<file path="config.mk">
export PLATFORM = sky130hd
export DESIGN_NAME = wdt_cfg_i2c_slave
export DESIGN_NICKNAME = d
export VERILOG_FILES = /design/src/rtl/wdt_cfg_pkg.sv /design/src/rtl/i2c_line_sync.sv /design/src/rtl/i2c_byte_fsm.sv /design/src/rtl/wdt_cfg_regs.sv /design/src/rtl/wdt_cfg_i2c_slave.sv
export SDC_FILE = /design/constraint.sdc
export NUM_CORES = 1
export LEC_CHECK = 0
export BUFFER_PORTS_ARGS = -buffer_cell sky130_fd_sc_hd__buf_4
export CAP_MARGIN = 15
export CORE_ASPECT_RATIO = 0.5
export CORE_UTILIZATION = 55
export DETAILED_ROUTE_END_ITERATION = 8
export GPL_TIMING_DRIVEN = 0
export PLACE_DENSITY = 0.73
export SYNTH_ARGS = -nofsm -noshare
export SYNTH_HDL_FRONTEND = slang
export SYNTH_HIERARCHICAL = 1
export SYNTH_SLANG_ARGS = --single-unit
export TNS_END_PERCENT = 50
</file>
<file path="constraint.sdc">
create_clock -name clk -period 2.3 [get_ports clk]
set_input_delay 0.115 -clock clk [delete_from_list [all_inputs] [get_ports clk]]
set_output_delay 0.115 -clock clk [all_outputs]
set_load 0.02 [all_outputs]
</file>
<file path="src/rtl/wdt_cfg_pkg.sv">
package wdt_cfg_pkg;
  localparam logic [3:0] SLAVE_PREAMBLE = 4'b1011;
  localparam logic [7:0] REG_ADDR_LOW = 8'hFF;
  localparam logic [1:0] CODE_CLEAR = 2'b00;
  localparam logic [1:0] CODE_ARM = 2'b01;
  localparam logic [1:0] CODE_UNLOCK = 2'b11;

  typedef enum logic [2:0] {
    S_IDLE,
    S_DEV,
    S_WADR,
    S_DATA,
    S_EXTRA,
    S_RD
  } bus_state_t;
endpackage

</file>
<file path="src/rtl/i2c_line_sync.sv">
module i2c_line_sync #(
  parameter int STAGES = 2
) (
  input  logic clk,
  input  logic rst,
  input  logic din,
  output logic lvl,
  output logic rise,
  output logic fall
);
  logic [STAGES:0] chain;

  always_ff @(posedge clk) begin
    if (rst) chain <= '1;
    else     chain <= {chain[STAGES-1:0], din};
  end

  assign lvl  = chain[STAGES-1];
  assign rise = chain[STAGES-1] & ~chain[STAGES];
  assign fall = ~chain[STAGES-1] & chain[STAGES];
endmodule

</file>
<file path="src/rtl/i2c_byte_fsm.sv">
module i2c_byte_fsm
  import wdt_cfg_pkg::*;
(
  input  logic       clk,
  input  logic       rst,
  input  logic       scl_hi,
  input  logic       scl_rise,
  input  logic       scl_fall,
  input  logic       sda_rise,
  input  logic       sda_fall,
  input  logic       sda_hi,
  input  logic       busy,
  input  logic [7:0] rd_byte,
  output logic       sda_oe,
  output logic       wr_valid,
  output logic [7:0] wr_byte
);
  bus_state_t st, nxt;
  logic [3:0] bitcnt;
  logic [7:0] sh;
  logic       in_ack;
  logic       pend_v;

  always_ff @(posedge clk) begin
    if (rst) begin
      st       <= S_IDLE;
      nxt      <= S_IDLE;
      bitcnt   <= '0;
      sh       <= '0;
      in_ack   <= 1'b0;
      pend_v   <= 1'b0;
      sda_oe   <= 1'b0;
      wr_valid <= 1'b0;
      wr_byte  <= '0;
    end else begin
      wr_valid <= 1'b0;
      if (scl_hi && sda_fall) begin
        // start or repeated start: any pending byte is dropped
        st     <= S_DEV;
        bitcnt <= '0;
        in_ack <= 1'b0;
        pend_v <= 1'b0;
        sda_oe <= 1'b0;
      end else if (scl_hi && sda_rise) begin
        wr_valid <= pend_v;
        pend_v   <= 1'b0;
        st       <= S_IDLE;
        in_ack   <= 1'b0;
        sda_oe   <= 1'b0;
      end else if (st != S_IDLE) begin
        if (scl_rise && !in_ack && bitcnt != 4'd8) begin
          if (st != S_RD) sh <= {sh[6:0], sda_hi};
          bitcnt <= bitcnt + 4'd1;
        end else if (scl_fall) begin
          if (in_ack) begin
            in_ack <= 1'b0;
            bitcnt <= '0;
            st     <= nxt;
            if (nxt == S_RD) begin
              sda_oe <= ~rd_byte[7];
              sh     <= {rd_byte[6:0], 1'b0};
            end else begin
              sda_oe <= 1'b0;
            end
          end else if (st == S_RD) begin
            if (bitcnt == 4'd8) begin
              sda_oe <= 1'b0;
              in_ack <= 1'b1;
              nxt    <= S_IDLE;
            end else begin
              sda_oe <= ~sh[7];
              sh     <= {sh[6:0], 1'b0};
            end
          end else if (bitcnt == 4'd8) begin
            in_ack <= 1'b1;
            case (st)
              S_DEV: begin
                if (sh[7:4] == SLAVE_PREAMBLE && sh[1] && !busy) begin
                  sda_oe <= 1'b1;
                  nxt    <= sh[0] ? S_RD : S_WADR;
                end else begin
                  nxt    <= S_IDLE;
                end
              end
              S_WADR: begin
                sda_oe <= (sh == REG_ADDR_LOW);
                nxt    <= (sh == REG_ADDR_LOW) ? S_DATA : S_IDLE;
              end
              S_DATA: begin
                sda_oe  <= 1'b1;
                wr_byte <= sh;
                pend_v  <= 1'b1;
                nxt     <= S_EXTRA;
              end
              default: nxt <= S_EXTRA;
            endcase
          end
        end
      end
    end
  end
endmodule

</file>
<file path="src/rtl/wdt_cfg_regs.sv">
module wdt_cfg_regs
  import wdt_cfg_pkg::*;
#(
  parameter int BUSY_CYCLES = 400
) (
  input  logic       clk,
  input  logic       rst,
  input  logic       wr_valid,
  input  logic [7:0] wr_byte,
  input  logic       wp_i,
  output logic [1:0] wd_sel,
  output logic       wel,
  output logic       rwel,
  output logic       commit,
  output logic       busy,
  output logic [7:0] rd_byte
);
  localparam int CW = $clog2(BUSY_CYCLES + 1);
  logic [CW-1:0] busy_cnt;
  logic [1:0]    code;
  logic          unused_bits;

  assign code        = wr_byte[2:1];
  assign unused_bits = ^{wr_byte[7], wr_byte[4:3], wr_byte[0]};

  always_ff @(posedge clk) begin
    if (rst) begin
      wd_sel   <= 2'b00;
      wel      <= 1'b0;
      rwel     <= 1'b0;
      commit   <= 1'b0;
      busy_cnt <= '0;
    end else begin
      commit <= 1'b0;
      if (busy_cnt != '0) busy_cnt <= busy_cnt - 1'b1;
      if (wr_valid) begin
        case (code)
          CODE_CLEAR: begin
            wel  <= 1'b0;
            rwel <= 1'b0;
          end
          CODE_ARM: begin
            if (rwel) begin
              rwel <= 1'b0;
              if (!wp_i) begin
                wd_sel   <= wr_byte[6:5];
                commit   <= 1'b1;
                busy_cnt <= CW'(BUSY_CYCLES);
              end
            end else begin
              wel <= 1'b1;
            end
          end
          CODE_UNLOCK: if (wel) rwel <= 1'b1;
          default: ;
        endcase
      end
    end
  end

  assign busy    = (busy_cnt != '0);
  assign rd_byte = {1'b0, wd_sel, 2'b00, rwel, wel, 1'b0};
endmodule

</file>
<file path="src/rtl/wdt_cfg_i2c_slave.sv">
module wdt_cfg_i2c_slave #(
  parameter int BUSY_CYCLES = 400,
  parameter int SYNC_STAGES = 2
) (
  input  logic       clk,
  input  logic       rst,
  input  logic       scl_i,
  input  logic       sda_i,
  output logic       sda_oe,
  input  logic       wp_i,
  output logic [1:0] wd_sel,
  output logic       wel,
  output logic       rwel,
  output logic       commit,
  output logic       busy
);
  logic scl_hi, scl_rise, scl_fall;
  logic sda_hi, sda_rise, sda_fall;
  logic wr_valid;
  logic [7:0] wr_byte, rd_byte;

  i2c_line_sync #(.STAGES(SYNC_STAGES)) u_scl (
    .clk(clk), .rst(rst), .din(scl_i),
    .lvl(scl_hi), .rise(scl_rise), .fall(scl_fall)
  );

  i2c_line_sync #(.STAGES(SYNC_STAGES)) u_sda (
    .clk(clk), .rst(rst), .din(sda_i),
    .lvl(sda_hi), .rise(sda_rise), .fall(sda_fall)
  );

  i2c_byte_fsm u_fsm (
    .clk(clk), .rst(rst),
    .scl_hi(scl_hi), .scl_rise(scl_rise), .scl_fall(scl_fall),
    .sda_rise(sda_rise), .sda_fall(sda_fall), .sda_hi(sda_hi),
    .busy(busy), .rd_byte(rd_byte),
    .sda_oe(sda_oe), .wr_valid(wr_valid), .wr_byte(wr_byte)
  );

  wdt_cfg_regs #(.BUSY_CYCLES(BUSY_CYCLES)) u_regs (
    .clk(clk), .rst(rst),
    .wr_valid(wr_valid), .wr_byte(wr_byte), .wp_i(wp_i),
    .wd_sel(wd_sel), .wel(wel), .rwel(rwel),
    .commit(commit), .busy(busy), .rd_byte(rd_byte)
  );
endmodule

</file>
# ---- Word-level counts from Yosys, hierarchy flattened
# Index checks and enable logic that the tools add are counted.
dict set report classes {
  n_lt_le_gt_ge 0
  muxes 42
  n_mul 0
  n_eq_ne 19
  n_addsub 2
  bitwise 18
  div 0
  reduce_logical 38
  shift 0
}
# operator n
set ops {}
lappend ops {{8-bit two-way mux} 7}
lappend ops {{9-bit two-way mux} 5}
lappend ops {{3-bit nonzero test} 6}
lappend ops {{1-bit two-way mux} 17}
lappend ops {{4-bit AND reduction} 4}
lappend ops {{3-bit two-way mux} 5}
lappend ops {{1-bit NOT} 14}
lappend ops {{7-bit AND reduction} 2}
lappend ops {{4-bit two-way mux} 3}
lappend ops {{3-bit AND reduction} 3}
lappend ops {{9-bit AND reduction} 1}
lappend ops {{9-bit nonzero test} 1}
lappend ops {{9-bit by 1-bit subtractor with 9-bit output (second input constant)} 1}
lappend ops {{4-bit equality test (second input constant)} 2}
lappend ops {{8-bit equality test (second input constant)} 1}
lappend ops {{8-bit AND reduction} 1}
lappend ops {{2-bit nonzero test} 4}
lappend ops {{3-bit by 2-bit equality test with 1-bit output (second input constant)} 2}
lappend ops {{3-bit equality test (second input constant)} 2}
lappend ops {{1-bit logical AND} 6}
lappend ops {{3-bit by 1-bit != test with 1-bit output (second input constant)} 2}
lappend ops {{3-bit != test (second input constant)} 2}
lappend ops {{3-bit one-hot mux with 2 select lines} 1}
lappend ops {{6-bit AND reduction} 1}
lappend ops {{18 further kinds} 26}
dict set report totals {
  ram_bits 0
  elab_cells 136
  out_inout_bits 7
  inputBits 5
  regBits 49
  rom_bits 0
  latchBits 0
  memories 0
}

# ---- Longest topological paths before layout
dict set report logic_depth {
  word_depth 8
  mapped_depth 9
}

# ---- By module
# The synthesis kept the hierarchy.
# mod cells_each instances seq_area_each_um2 area_each_um2
set modules_own_cells {}
lappend modules_own_cells {i2c_byte_fsm 171 1 600.6 1561.5}
lappend modules_own_cells {wdt_cfg_regs 76 1 280.3 690.7}
lappend modules_own_cells {i2c_line_sync 8 2 60.1 92.6}

# ---- Worst setup path after synthesis
# OpenSTA, ideal clock, no wires.
dict set report synth_timing {
  path_kind {reg-to-reg}
  startpoint {reg u_regs.busy_cnt[0]}
  endpoint {reg u_fsm.sda_oe}
  required_time_ns 2.209
  stages_incl_launch_ff 10
  slack_ns 0.228
  arrival_ns 1.981
  n_path_buf 0
  setup_ns 0.091
  period_less_slack_ns 2.072
  path_cell_list {dfxtp_1 inv_1 ha_1 nor4b_1 nand2_1 nor3_1 a31oi_1 o21ai_1 a21oi_1 a311oi_1}
}
dict set report synth_via {
  elab_chain_len 5
}
# item line
set synth_rtl {}
lappend synth_rtl {{from (decl)} wdt_cfg_regs.sv:19} ;# logic [CW-1:0] busy_cnt;
lappend synth_rtl {{from (signal assigned)} wdt_cfg_regs.sv:35} ;# if (busy_cnt != '0) busy_cnt <= busy_cnt - 1'b1;
lappend synth_rtl {{from (signal assigned)} wdt_cfg_regs.sv:48} ;# busy_cnt <= CW'(BUSY_CYCLES);
lappend synth_rtl {{9-bit nonzero test} wdt_cfg_regs.sv:61} ;# assign busy = (busy_cnt != '0);
lappend synth_rtl {{via busy} wdt_cfg_i2c_slave.sv:15} ;# output logic busy
lappend synth_rtl {{1-bit zero test} i2c_byte_fsm.sv:78} ;# if (sh[7:4] == SLAVE_PREAMBLE && sh[1] && !busy) begin
lappend synth_rtl {{1-bit logical AND} i2c_byte_fsm.sv:78}
lappend synth_rtl {{4-bit by 1-bit != test with 1-bit output (no line)} n/a}
lappend synth_rtl {{6-bit AND reduction (no line)} n/a}
lappend synth_rtl {{to (signal assigned)} i2c_byte_fsm.sv:60} ;# sda_oe <= ~rd_byte[7];
lappend synth_rtl {{to (signal assigned)} i2c_byte_fsm.sv:71} ;# sda_oe <= ~sh[7];
lappend synth_rtl {{to (signal assigned)} i2c_byte_fsm.sv:86} ;# sda_oe <= (sh == REG_ADDR_LOW);
lappend synth_rtl {{to (decl)} i2c_byte_fsm.sv:14} ;# output logic sda_oe,
# The timed path passes the listed nets, and every way through them passes these cells.
# A chain may end at the register's enable or synchronous reset.

# ---- Final worst setup path
dict set report layout_timing {
  startpoint {reg u_regs.busy_cnt[0]}
  endpoint {reg u_fsm.sda_oe}
}
dict set report layout_via {
  elab_chain_len 5
}
# item line
set layout_rtl {}
lappend layout_rtl {{9-bit nonzero test} wdt_cfg_regs.sv:61}
lappend layout_rtl {{1-bit zero test} i2c_byte_fsm.sv:78}
lappend layout_rtl {{1-bit logical AND} i2c_byte_fsm.sv:78}
lappend layout_rtl {{4-bit by 1-bit != test with 1-bit output (no line)} n/a}
lappend layout_rtl {{6-bit AND reduction (no line)} n/a}
# Every way passes these cells.

==> summary.md <==
| Metric | Value |
|---|---|
| Outcome | completed |
| ANT nets after route | 0 |
| Crit Path Class | reg2reg |
| RSZ-0062 raised after global routing | false |
| Worst rel slew slack | 59.2% |
| Core Rows | 16 |
| CP endpoint kind | flop |
| Maximum fanout along the worst path | 4 |
| Post-Route WL | 4500 um |
| Die area | 4460 um^2 |
| Max IR drop VDD | 0.370 mV |
| Cells after DPL | 319 |
| Die width | 93.5 um |
| Pre-CTS WS | -38.8 ps |
| DRC | 0 |
| DR iter-0 viols | 99 |
| Htree depth | 2 |
| DR pass1 iterations | 4 |
| Synth warnings | 6 |
| CP Cell Sequence | inv_1 -> ha_1 -> nor4b_2 -> nand2_1 -> nor3_1 -> a31oi_1 -> o21ai_1 -> a21oi_1 -> a311oi_1 |
| Final setup viols | 0 |
| Total CTS buffers | 5 |
| Max Slew Vio Count | 0 |
| Final core utilization | 66.6% |
| GR Util All Layers | 22.5% |
| Hold Vio Cnt, Final | 0 |
| Core area | 3960 um^2 |
| First-pass GRT wire length | 7400 um |
| Pin count of the biggest net entering global routing | 15 |
| Critical Path AT | 2280 ps |
| Post-Syn Area | 2300 um^2 |
| I/O Buffers | 11 |
| Initial antenna violation count | 0 |
| Total of max-cap violations | 0 |
| Commonest non-fill, non-tap cell in the layout | dfxtp_1 |
| TritonCTS sink count | 46 |
| Worst Path Required | 2510 ps |
| Mapped Cells | 251 |
| Layout area overhead | 14.7% |
| Number of fill cells in the layout | 335 |
| Max clock buf depth | 2 |
| Final std cells w/o fill | 330 |
| Gr ovfl total | 0 |
| Hold Path Class | in2reg |
| Most frequent cells in the layout | 46 x dfxtp_1, 27 x nor2_1, 21 x buf_4 |
| Leak | 0.000973 uW |
| Min setup slack post-route | 229 ps |
| CP Launch Type | flop |
| Share of cells above drive strength 1 | 19.9% |
| Routed wire per std cell | 13.6 um |
| Initial core utilization | 58.1% |
| Clock-pin slew on the worst setup and hold paths | 90 ps |
| TritonCTS clock tree | done |
| Power Dens Cells | 832 nW/um^2 |
| # diodes | 0 |
| Worst Tran Pin Value | 612 ps |
| Top Ports | 12 |
| Clock Skew | 12.7 ps |
| Via density per instance | 5.67 |
| Setup TNS Final | 0 ps |
| CP peak stage delay | 350 ps |
| Vias in the first global route | 1639 |
| Vias | 1872 |
| Period minus WS final | 2070 ps |
| Final HPWL from detailed placement | 3320 um |
| Root Buffer | clkbuf_8 |
| Part of the cycle the worst path needs | 90.0% |
| Synth Area per Inst | 9.17 um^2 |
| Total Power | 2200 uW |
| DIE HEIGHT | 47.8 um |
| Clk Latency, worst-skew pair | 310 ps |
| # nets final | 283 |
| Peak Freq | 483 MHz |
| Worst-path cell with the longest stage delay | dfxtp_1 |
| GP Congestion | 0.879 |
final timing paths:
check	from	endpoint	slack (ps)	cells past startpoint
worst min register to register	u_sda/chain[0]	u_sda/chain[1]	420	1
worst max-delay path	u_regs/busy_cnt[0]	u_fsm/sda_oe	230	9
worst min-delay path	rst	u_scl/chain[2]	90	2
worst max register to register	u_regs/busy_cnt[0]	u_fsm/sda_oe	230	9
power by group:
group	internal, uW	leakage [uW]	switching (uW)
combinational	258	0.000528	266
sequential	858	0.000373	76.0
clock	463	0.0000714	275
routing by layer:
layer / wire length [um] / vias to the layer above / global-route usage (%)
li1: - / 927 / -
met1: 2120 / 896 / 27.8
met2: 2110 / 40 / 38.8
met3: 199 / 9 / 5.87
met4: 64 / 0 / 10.5
met5: 0 / - / 0
state kept, by name, summed over array words and instances (netlist names):
| name | count |
|---|---|
| u_scl/chain | 3 |
| u_regs/busy_cnt | 9 |
| u_fsm/bitcnt | 4 |
| u_fsm/nxt | 3 |
| u_fsm/sh | 8 |
| u_regs/commit | 1 |
| u_fsm/st | 3 |
| u_regs/wd_sel | 2 |
| u_regs/rwel | 1 |
| u_fsm/wr_byte | 4 |
| u_regs/wel | 1 |
| u_fsm/pend_v | 1 |
| u_fsm/sda_oe | 1 |
| u_fsm/in_ack | 1 |
| u_sda/chain | 3 |
| u_fsm/wr_valid | 1 |
area by class of cell:
| type | count | area [um^2] | area share [%] |
|---|---|---|---|
| multi-input cells | 183 | 1250 | 47.2 |
| flip-flops and latches | 46 | 921 | 34.9 |
| plain buffers | 17 | 123 | 4.64 |
| repair buffers | 14 | 110 | 4.17 |
| clock buffers | 6 | 82.6 | 3.13 |
| well taps | 54 | 67.6 | 2.56 |
| clock inverters | 2 | 60.1 | 2.27 |
| inverters | 8 | 30.0 | 1.14 |
timing repair:
action | CTS | global route
buffers inserted | 1 | 0
gates resized for setup | 0 | 1
hold buffers | 2 | 0
pin swaps | 1 | 0
setup endpoints to repair | 1 | 1
cloned | 0 | 0
endpoints found under the hold margin | 2 | 0
metrics by stage:
stage	cell area [um^2]	hold WS (ps)
6_report	2640	86.9
3_5_place_dp	2460	301
4_1_cts	2630	82.0
3_3_place_gp	2460	300
2_1_floorplan	2310	212
5_1_grt	2640	94.1
worst max-delay path, delay by kind of cell (launching register included):
kind | cells | cell delay (ps)
DFF | 1 | 350
adders and majority gates | 1 | 190
AOI/OAI and AO/OA | 4 | 670
buffers and inverters | 1 | 60
and+or+nand+nor | 3 | 710
Power figures use the tool's default switching activity.
